$ cat config.mk
export PLATFORM = sky130hd
export DESIGN_NAME = pwm_fault_guard
export DESIGN_NICKNAME = d
export VERILOG_FILES = /design/src/rtl/pwm_fault_guard_pkg.sv /design/src/rtl/pfg_fault_detect.sv /design/src/rtl/pfg_channel.sv /design/src/rtl/pfg_irq.sv /design/src/rtl/pwm_fault_guard.sv
export SDC_FILE = /design/constraint.sdc
export NUM_CORES = 1
export LEC_CHECK = 0
export ABC_AREA = 1
export BUFFER_PORTS_ARGS = -buffer_cell sky130_fd_sc_hd__buf_2
export CORE_ASPECT_RATIO = 1.4
export CORE_MARGIN = 4
export CORE_UTILIZATION = 40
export DETAILED_ROUTE_END_ITERATION = 8
export GPL_TIMING_DRIVEN = 0
export MAX_ROUTING_LAYER = met4
export PLACE_DENSITY = 0.76
export SLEW_MARGIN = 30
export SYNTH_ARGS = -nofsm -noshare
export SYNTH_HDL_FRONTEND = slang
export SYNTH_SLANG_ARGS = --single-unit
$ cat constraint.sdc
create_clock -name clk -period 2 [get_ports clk]
set_clock_uncertainty 0.2 [all_clocks]
set_input_delay 0.2 -clock clk [delete_from_list [all_inputs] [get_ports clk]]
set_output_delay 0.2 -clock clk [all_outputs]
set_load 0.03 [all_outputs]
$ cat src/rtl/pwm_fault_guard_pkg.sv
package pwm_fault_guard_pkg;

    typedef enum logic {
        FMODE_FOLLOW = 1'b0,
        FMODE_LATCH  = 1'b1
    } fault_mode_e;

    typedef struct packed {
        logic hs;
        logic ls;
    } drive_t;

    // A pin is active when its level equals the programmed polarity
    function automatic logic pin_active(input logic level, input logic pol);
        return ~(level ^ pol);
    endfunction

    // Next value of a fault status flag
    function automatic logic flag_next(input logic act, input fault_mode_e m,
                                       input logic flag, input logic clr);
        return act | ((m == FMODE_LATCH) & flag & ~clr);
    endfunction

endpackage

$ cat src/rtl/pfg_fault_detect.sv
module pfg_fault_detect
    import pwm_fault_guard_pkg::*;
#(
    parameter int NF = 4
) (
    input  logic          clk,
    input  logic          rst,
    input  logic [NF-1:0] fault_in,
    input  logic [NF-1:0] pol,
    input  logic [NF-1:0] mode,
    input  logic [NF-1:0] clr,
    output logic [NF-1:0] eff,
    output logic [NF-1:0] stat
);
    logic [NF-1:0] active;
    logic [NF-1:0] stat_q;

    for (genvar f = 0; f < NF; f++) begin : g_fault
        fault_mode_e fm;
        assign fm        = fault_mode_e'(mode[f]);
        assign active[f] = pin_active(fault_in[f], pol[f]);
        assign eff[f]    = active[f] | ((fm == FMODE_LATCH) & stat_q[f]);

        always_ff @(posedge clk) begin
            if (rst) stat_q[f] <= 1'b0;
            else     stat_q[f] <= flag_next(active[f], fm, stat_q[f], clr[f]);
        end

        // a latched flag survives every cycle without a clear
        assert_latch_holds_R7: assert property (@(posedge clk) disable iff (rst)
            (mode[f] && stat_q[f] && !clr[f]) |=> stat_q[f])
            else $error("latched flag dropped");

        // follow mode drops the flag after an inactive cycle
        assert_follow_drop_R6: assert property (@(posedge clk) disable iff (rst)
            (!mode[f] && (fault_in[f] != pol[f])) |=> !stat_q[f])
            else $error("follow flag stuck");
    end

    assign stat = stat_q;
endmodule

$ cat src/rtl/pfg_channel.sv
module pfg_channel
    import pwm_fault_guard_pkg::*;
#(
    parameter int NF = 4,
    parameter int CW = 8
) (
    input  logic          clk,
    input  logic          rst,
    input  logic          en,
    input  logic [NF-1:0] mask,
    input  logic [NF-1:0] eff,
    input  drive_t        safe,
    input  logic [CW-1:0] duty,
    input  logic [CW-1:0] period,
    output drive_t        drv,
    output logic [CW-1:0] cnt,
    output logic          forced,
    output logic          prot
);
    logic          hold_q;
    logic [CW-1:0] cnt_q;
    logic [CW:0]   cnt_inc;
    logic [CW-1:0] cnt_d;
    logic          duty_on;

    assign prot    = en & |(mask & eff);
    assign forced  = prot | hold_q;
    assign cnt_inc = {1'b0, cnt_q} + 1'b1;
    assign duty_on = cnt_q < duty;

    always_comb begin
        if (!en || forced)                  cnt_d = '0;
        else if (cnt_inc >= {1'b0, period}) cnt_d = '0;
        else                                cnt_d = cnt_inc[CW-1:0];
    end

    always_comb begin
        if (forced)  drv = safe;
        else if (en) drv = '{hs: duty_on, ls: ~duty_on};
        else         drv = '{hs: 1'b0, ls: 1'b0};
    end

    always_ff @(posedge clk) begin
        if (rst) begin
            hold_q <= 1'b0;
            cnt_q  <= '0;
        end else begin
            hold_q <= prot;
            cnt_q  <= cnt_d;
        end
    end

    assign cnt = cnt_q;

    // a protected channel shows a zero count next cycle
    assert_counter_held_R4: assert property (@(posedge clk) disable iff (rst)
        prot |=> (cnt == '0))
        else $error("counter ran under protection");

    // forcing outlasts protection by a cycle
    assert_release_hold_R8: assert property (@(posedge clk) disable iff (rst)
        prot |=> forced)
        else $error("forcing released early");
endmodule

$ cat src/rtl/pfg_irq.sv
module pfg_irq #(
    parameter int NCH = 4
) (
    input  logic           clk,
    input  logic           rst,
    input  logic [NCH-1:0] prot,
    input  logic           irq_en,
    input  logic           status_rd,
    output logic           irq
);
    logic [NCH-1:0] prot_q;
    logic           irq_q;
    logic           entry;

    assign entry = |(prot & ~prot_q);

    always_ff @(posedge clk) begin
        if (rst) begin
            prot_q <= '0;
            irq_q  <= 1'b0;
        end else begin
            prot_q <= prot;
            if (irq_en && entry) irq_q <= 1'b1;
            else if (status_rd)  irq_q <= 1'b0;
        end
    end

    assign irq = irq_q;

    // an enabled protection entry raises the interrupt
    assert_irq_raise_R9: assert property (@(posedge clk) disable iff (rst)
        (irq_en && entry) |=> irq)
        else $error("interrupt not raised");

    // a read with interrupts disabled always clears
    assert_irq_clear_R10: assert property (@(posedge clk) disable iff (rst)
        (status_rd && !irq_en) |=> !irq)
        else $error("interrupt not cleared by read");
endmodule

$ cat src/rtl/pwm_fault_guard.sv
module pwm_fault_guard
    import pwm_fault_guard_pkg::*;
#(
    parameter int NF  = 4,
    parameter int NCH = 4,
    parameter int CW  = 8
) (
    input  logic              clk,
    input  logic              rst,
    input  logic [NF-1:0]     fault_in,
    input  logic [NF-1:0]     flt_pol,
    input  logic [NF-1:0]     flt_mode,
    input  logic [NF-1:0]     flt_clr,
    input  logic [NCH*NF-1:0] flt_mask,
    input  logic [NCH-1:0]    ch_en,
    input  logic [NCH-1:0]    safe_hi,
    input  logic [NCH-1:0]    safe_lo,
    input  logic [NCH*CW-1:0] duty,
    input  logic [CW-1:0]     period,
    input  logic [CW-1:0]     cmp_val,
    input  logic              irq_en,
    input  logic              status_rd,
    output logic [NCH-1:0]    pwm_hi,
    output logic [NCH-1:0]    pwm_lo,
    output logic [NCH*CW-1:0] ch_cnt,
    output logic [NF-1:0]     flt_stat,
    output logic              irq,
    output logic              cmp_match
);
    logic [NF-1:0]  eff;
    logic [NCH-1:0] forced;
    logic [NCH-1:0] prot;

    pfg_fault_detect #(.NF(NF)) i_detect (
        .clk      (clk),
        .rst      (rst),
        .fault_in (fault_in),
        .pol      (flt_pol),
        .mode     (flt_mode),
        .clr      (flt_clr),
        .eff      (eff),
        .stat     (flt_stat)
    );

    for (genvar c = 0; c < NCH; c++) begin : g_ch
        drive_t safe_c;
        drive_t drv_c;
        assign safe_c    = '{hs: safe_hi[c], ls: safe_lo[c]};
        assign pwm_hi[c] = drv_c.hs;
        assign pwm_lo[c] = drv_c.ls;

        pfg_channel #(.NF(NF), .CW(CW)) i_chan (
            .clk    (clk),
            .rst    (rst),
            .en     (ch_en[c]),
            .mask   (flt_mask[c*NF +: NF]),
            .eff    (eff),
            .safe   (safe_c),
            .duty   (duty[c*CW +: CW]),
            .period (period),
            .drv    (drv_c),
            .cnt    (ch_cnt[c*CW +: CW]),
            .forced (forced[c]),
            .prot   (prot[c])
        );
    end

    pfg_irq #(.NCH(NCH)) i_irq (
        .clk       (clk),
        .rst       (rst),
        .prot      (prot),
        .irq_en    (irq_en),
        .status_rd (status_rd),
        .irq       (irq)
    );

    assign cmp_match = ch_en[0] & ~forced[0] & (ch_cnt[CW-1:0] == cmp_val);

    // channel 0 in protection never reports a compare match
    assert_no_match_in_fault_R11: assert property (@(posedge clk) disable iff (rst)
        prot[0] |-> !cmp_match)
        else $error("compare matched during fault");
endmodule

==> impl_metrics.ini <==
[synthesis]
synth_top_family_by_area = simple AND/OR/NAND/NOR gates
syn_nets = 671
synth-compound-area-share = 0.102
synth_area_per_cell_um2 = 7.04
synth_seq_cells = 41
synth_cell_types = 26
synthCells = 511
synth-xor-area-share = 0.0609
synthMuxAreaShare = 0
ys_seq_area_frac = 0.228
synth-adder-area-share = 0.223
synthSimpleGateAreaFrac = 0.274
number_of_warnings_printed_during_yosys_synthesis = 0
post_synth_instance_area_um2 = 3600

[placed_design]
preCtsSetupSlack_ps = -187
buffer_ports.inserted = 140
place_inst = 756
hpwl_um = 8330
place_congestion = 0.837

[outcome]
failing_checks = negative setup slack
status = finished with violations

[cells_and_area]
most_frequent_standard_cell_in_the_layout_excluding_fill_and_tap_cells = buf_2
antenna-diode-count = 0
layout.cells.non_filler = 797
layout.cells.most_common_list = buf_2, inv_1, nand2_1, ha_1, nand2_2
area_growth_syn_to_layout_pct = 58.7
layout-drive-gt1-share = 0.503
fin_nets = 851

[clock_tree]
ctsHtreeMaxLevel = 2
cts_made_buffers = 5
clk_pin_slew_worst_paths_ps = 60
cts_tree = yes
cts.sink_count = 41
clk_root_buffer_cell = clkbuf_16
insertion_delay_to_the_later_sink_of_the_worst_skew_pair_ps = 280
clockBufferDepth = 2

[route]
vias_cell = 5.01
firstDrtPassIters = 4
drtIter0Drc = 150
remaining_drc_errors = 0
routed_wire_length_per_instance_um = 14.4
drt_antenna_net_count = 0
finalWirelength_um = 11500
vias = 3996

[grt]
grt_first_pass_wirelength_um = 17200
first_global_vias = 4029
global_route.usage.total = 0.205
grt_antenna_before_repair = 0
grt_start_max_net_pins = 13
globalRoute.totalOverflow = 0

[timing]
timing.final.hold_violations = 0
fin_hold_ws_ps = 0.0988
finalCritPeriodShare = 1.07
max_slew.worst_pin.slew_ps = 365
drv_slew = 0
min_period_ps = 2150
fin_worst_setup_slack_ps = -149
worst_slew_margin_rel = 0.756
achievable-frequency_mhz = 465
rsz0062_at_grt = true
setup-violations-final = 41

[setup_path]
path_class = reg2reg
crit_path_start_kind = register
crit_arrival_ps = 2160
worstPathMaxFanout = 8
worstSetupEndpointType = register
worst-endpoint-required_ps = 2010

[run]
maxCapViolations = 0

[floorplanning]
area_inside_the_core_boundary_um2 = 8660
die_width_um = 88.1
core.rowCount = 40
starting_density = 0.415
num_io_pins = 142
die_height_um = 120
die-area_um2 = 10600

[power]
peakVddDrop_uv = 443
p_leak_nw = 3.05
power_density_nw_per_um2 = 412

[min_path]
hold_class = in2reg
-- synth_stat cells --
cell type  count  area share
o21a_1         2      0.0042
nand3b_4       3       0.017
nor2_1        48       0.050
nor2_4         1      0.0031
a21oi_1       25       0.035
a31oi_1        4      0.0070
o21ai_0       21       0.029
inv_1        105        0.11
a211oi_1       3      0.0063
nor2_2         7       0.012
nor3b_1        3      0.0063
nand3_1       31       0.043
buf_4          1      0.0021
dfxtp_1       41        0.23
nand3b_1       2      0.0042
xor2_1        15       0.037
o211ai_1       4      0.0084
nand2_2        7       0.012
xnor2_1       10       0.024
o21a_4         1      0.0042
nor3_1         2      0.0028
a21boi_0       4      0.0084
nand2_1       96        0.10
ha_1          64        0.22
nand3_2        4       0.011
nand4_1        7       0.012
-- final cells by class --
| cell class | instances | area (um2) |
|---|---|---|
| inverters | 105 | 394 |
| multi-input cells | 364 | 3130 |
| well taps | 105 | 131 |
| clock buffers | 8 | 146 |
| repair buffers | 173 | 1010 |
| plain buffers | 1 | 7.51 |
| flip-flops and latches | 41 | 885 |
| fillers | 686 | 2950 |
-- flip-flops by register name, summed over array words and instances (netlist names) --
register,count
g_ch.i_chan.cnt,32
i_irq.irq,1
i_irq.prot_q,4
i_detect.stat,4
-- power by group --
group	leakage [nW]	switching, mW	internal (mW)	total [mW]
logic	2.63	0.382	0.307	0.689
clock network	0.0712	0.317	0.498	0.815
registers	0.349	0.0244	0.825	0.850
-- critical path: stages (launching register included) --
cell and delay [ps]:
dfxtp_4 390, ha_4 190, nand3_4 120, nor2_1 110, nor2_1 60, nor2_2 160
ha_1 270, a21oi_1 130, nand2_1 90, nand2_2 90, nand3b_4 140, nor2_2 120
-- stage by stage --
| step | instance area (um2) | power [mW] | util | setup TNS (ps) |
|---|---|---|---|---|
| after floorplan | 3710 | 1.20 | - | -939 |
| after global placement | 4550 | 1.38 | 0.525 | -2910 |
| after detailed placement | 4550 | 1.40 | 0.525 | -4390 |
| after CTS | 5200 | 2.29 | 0.600 | -4450 |
| after global routing | 5710 | 2.47 | 0.659 | -9260 |
| final | 5710 | 2.35 | 0.659 | -4060 |
-- path summary, 6_finish.rpt --
check	from	end	slack (ps)	depth (start not counted)
max	g_ch[3].i_chan.cnt[1]	g_ch[3].i_chan.cnt[2]	-150	11
min	rst	i_irq.irq	0.1	2
max reg2reg	g_ch[3].i_chan.cnt[1]	g_ch[3].i_chan.cnt[2]	-150	11
min reg2reg	i_irq.irq	i_irq.irq	260	2
-- routing by layer --
layer  wire (um)  up-vias  global-route usage
li1            -     2000                   -
met1        4380     1855               0.211
met2        6220      110               0.375
met3         506       31              0.0239
met4         380        0              0.0992
met5           0        -                   -
-- what timing repair did --
action                     in CTS  in global routing
buffers inserted               12                 14
resized for setup              83                 90
setup endpoints to repair      41                 41
hold endpoints to repair        6                  0
hold buffers                    7                  0
pin swaps                      43                 64
-- kinds of logic after synthesis --
kind of cell | Yosys count
AO/OA/AOI/OAI | 64
XOR/XNOR | 25
adder cells (fa/ha/maj) | 64
buffers and inverters | 106
flip-flops | 41
AND/OR/NAND/NOR | 211
Power figures use the tool's default switching activity.
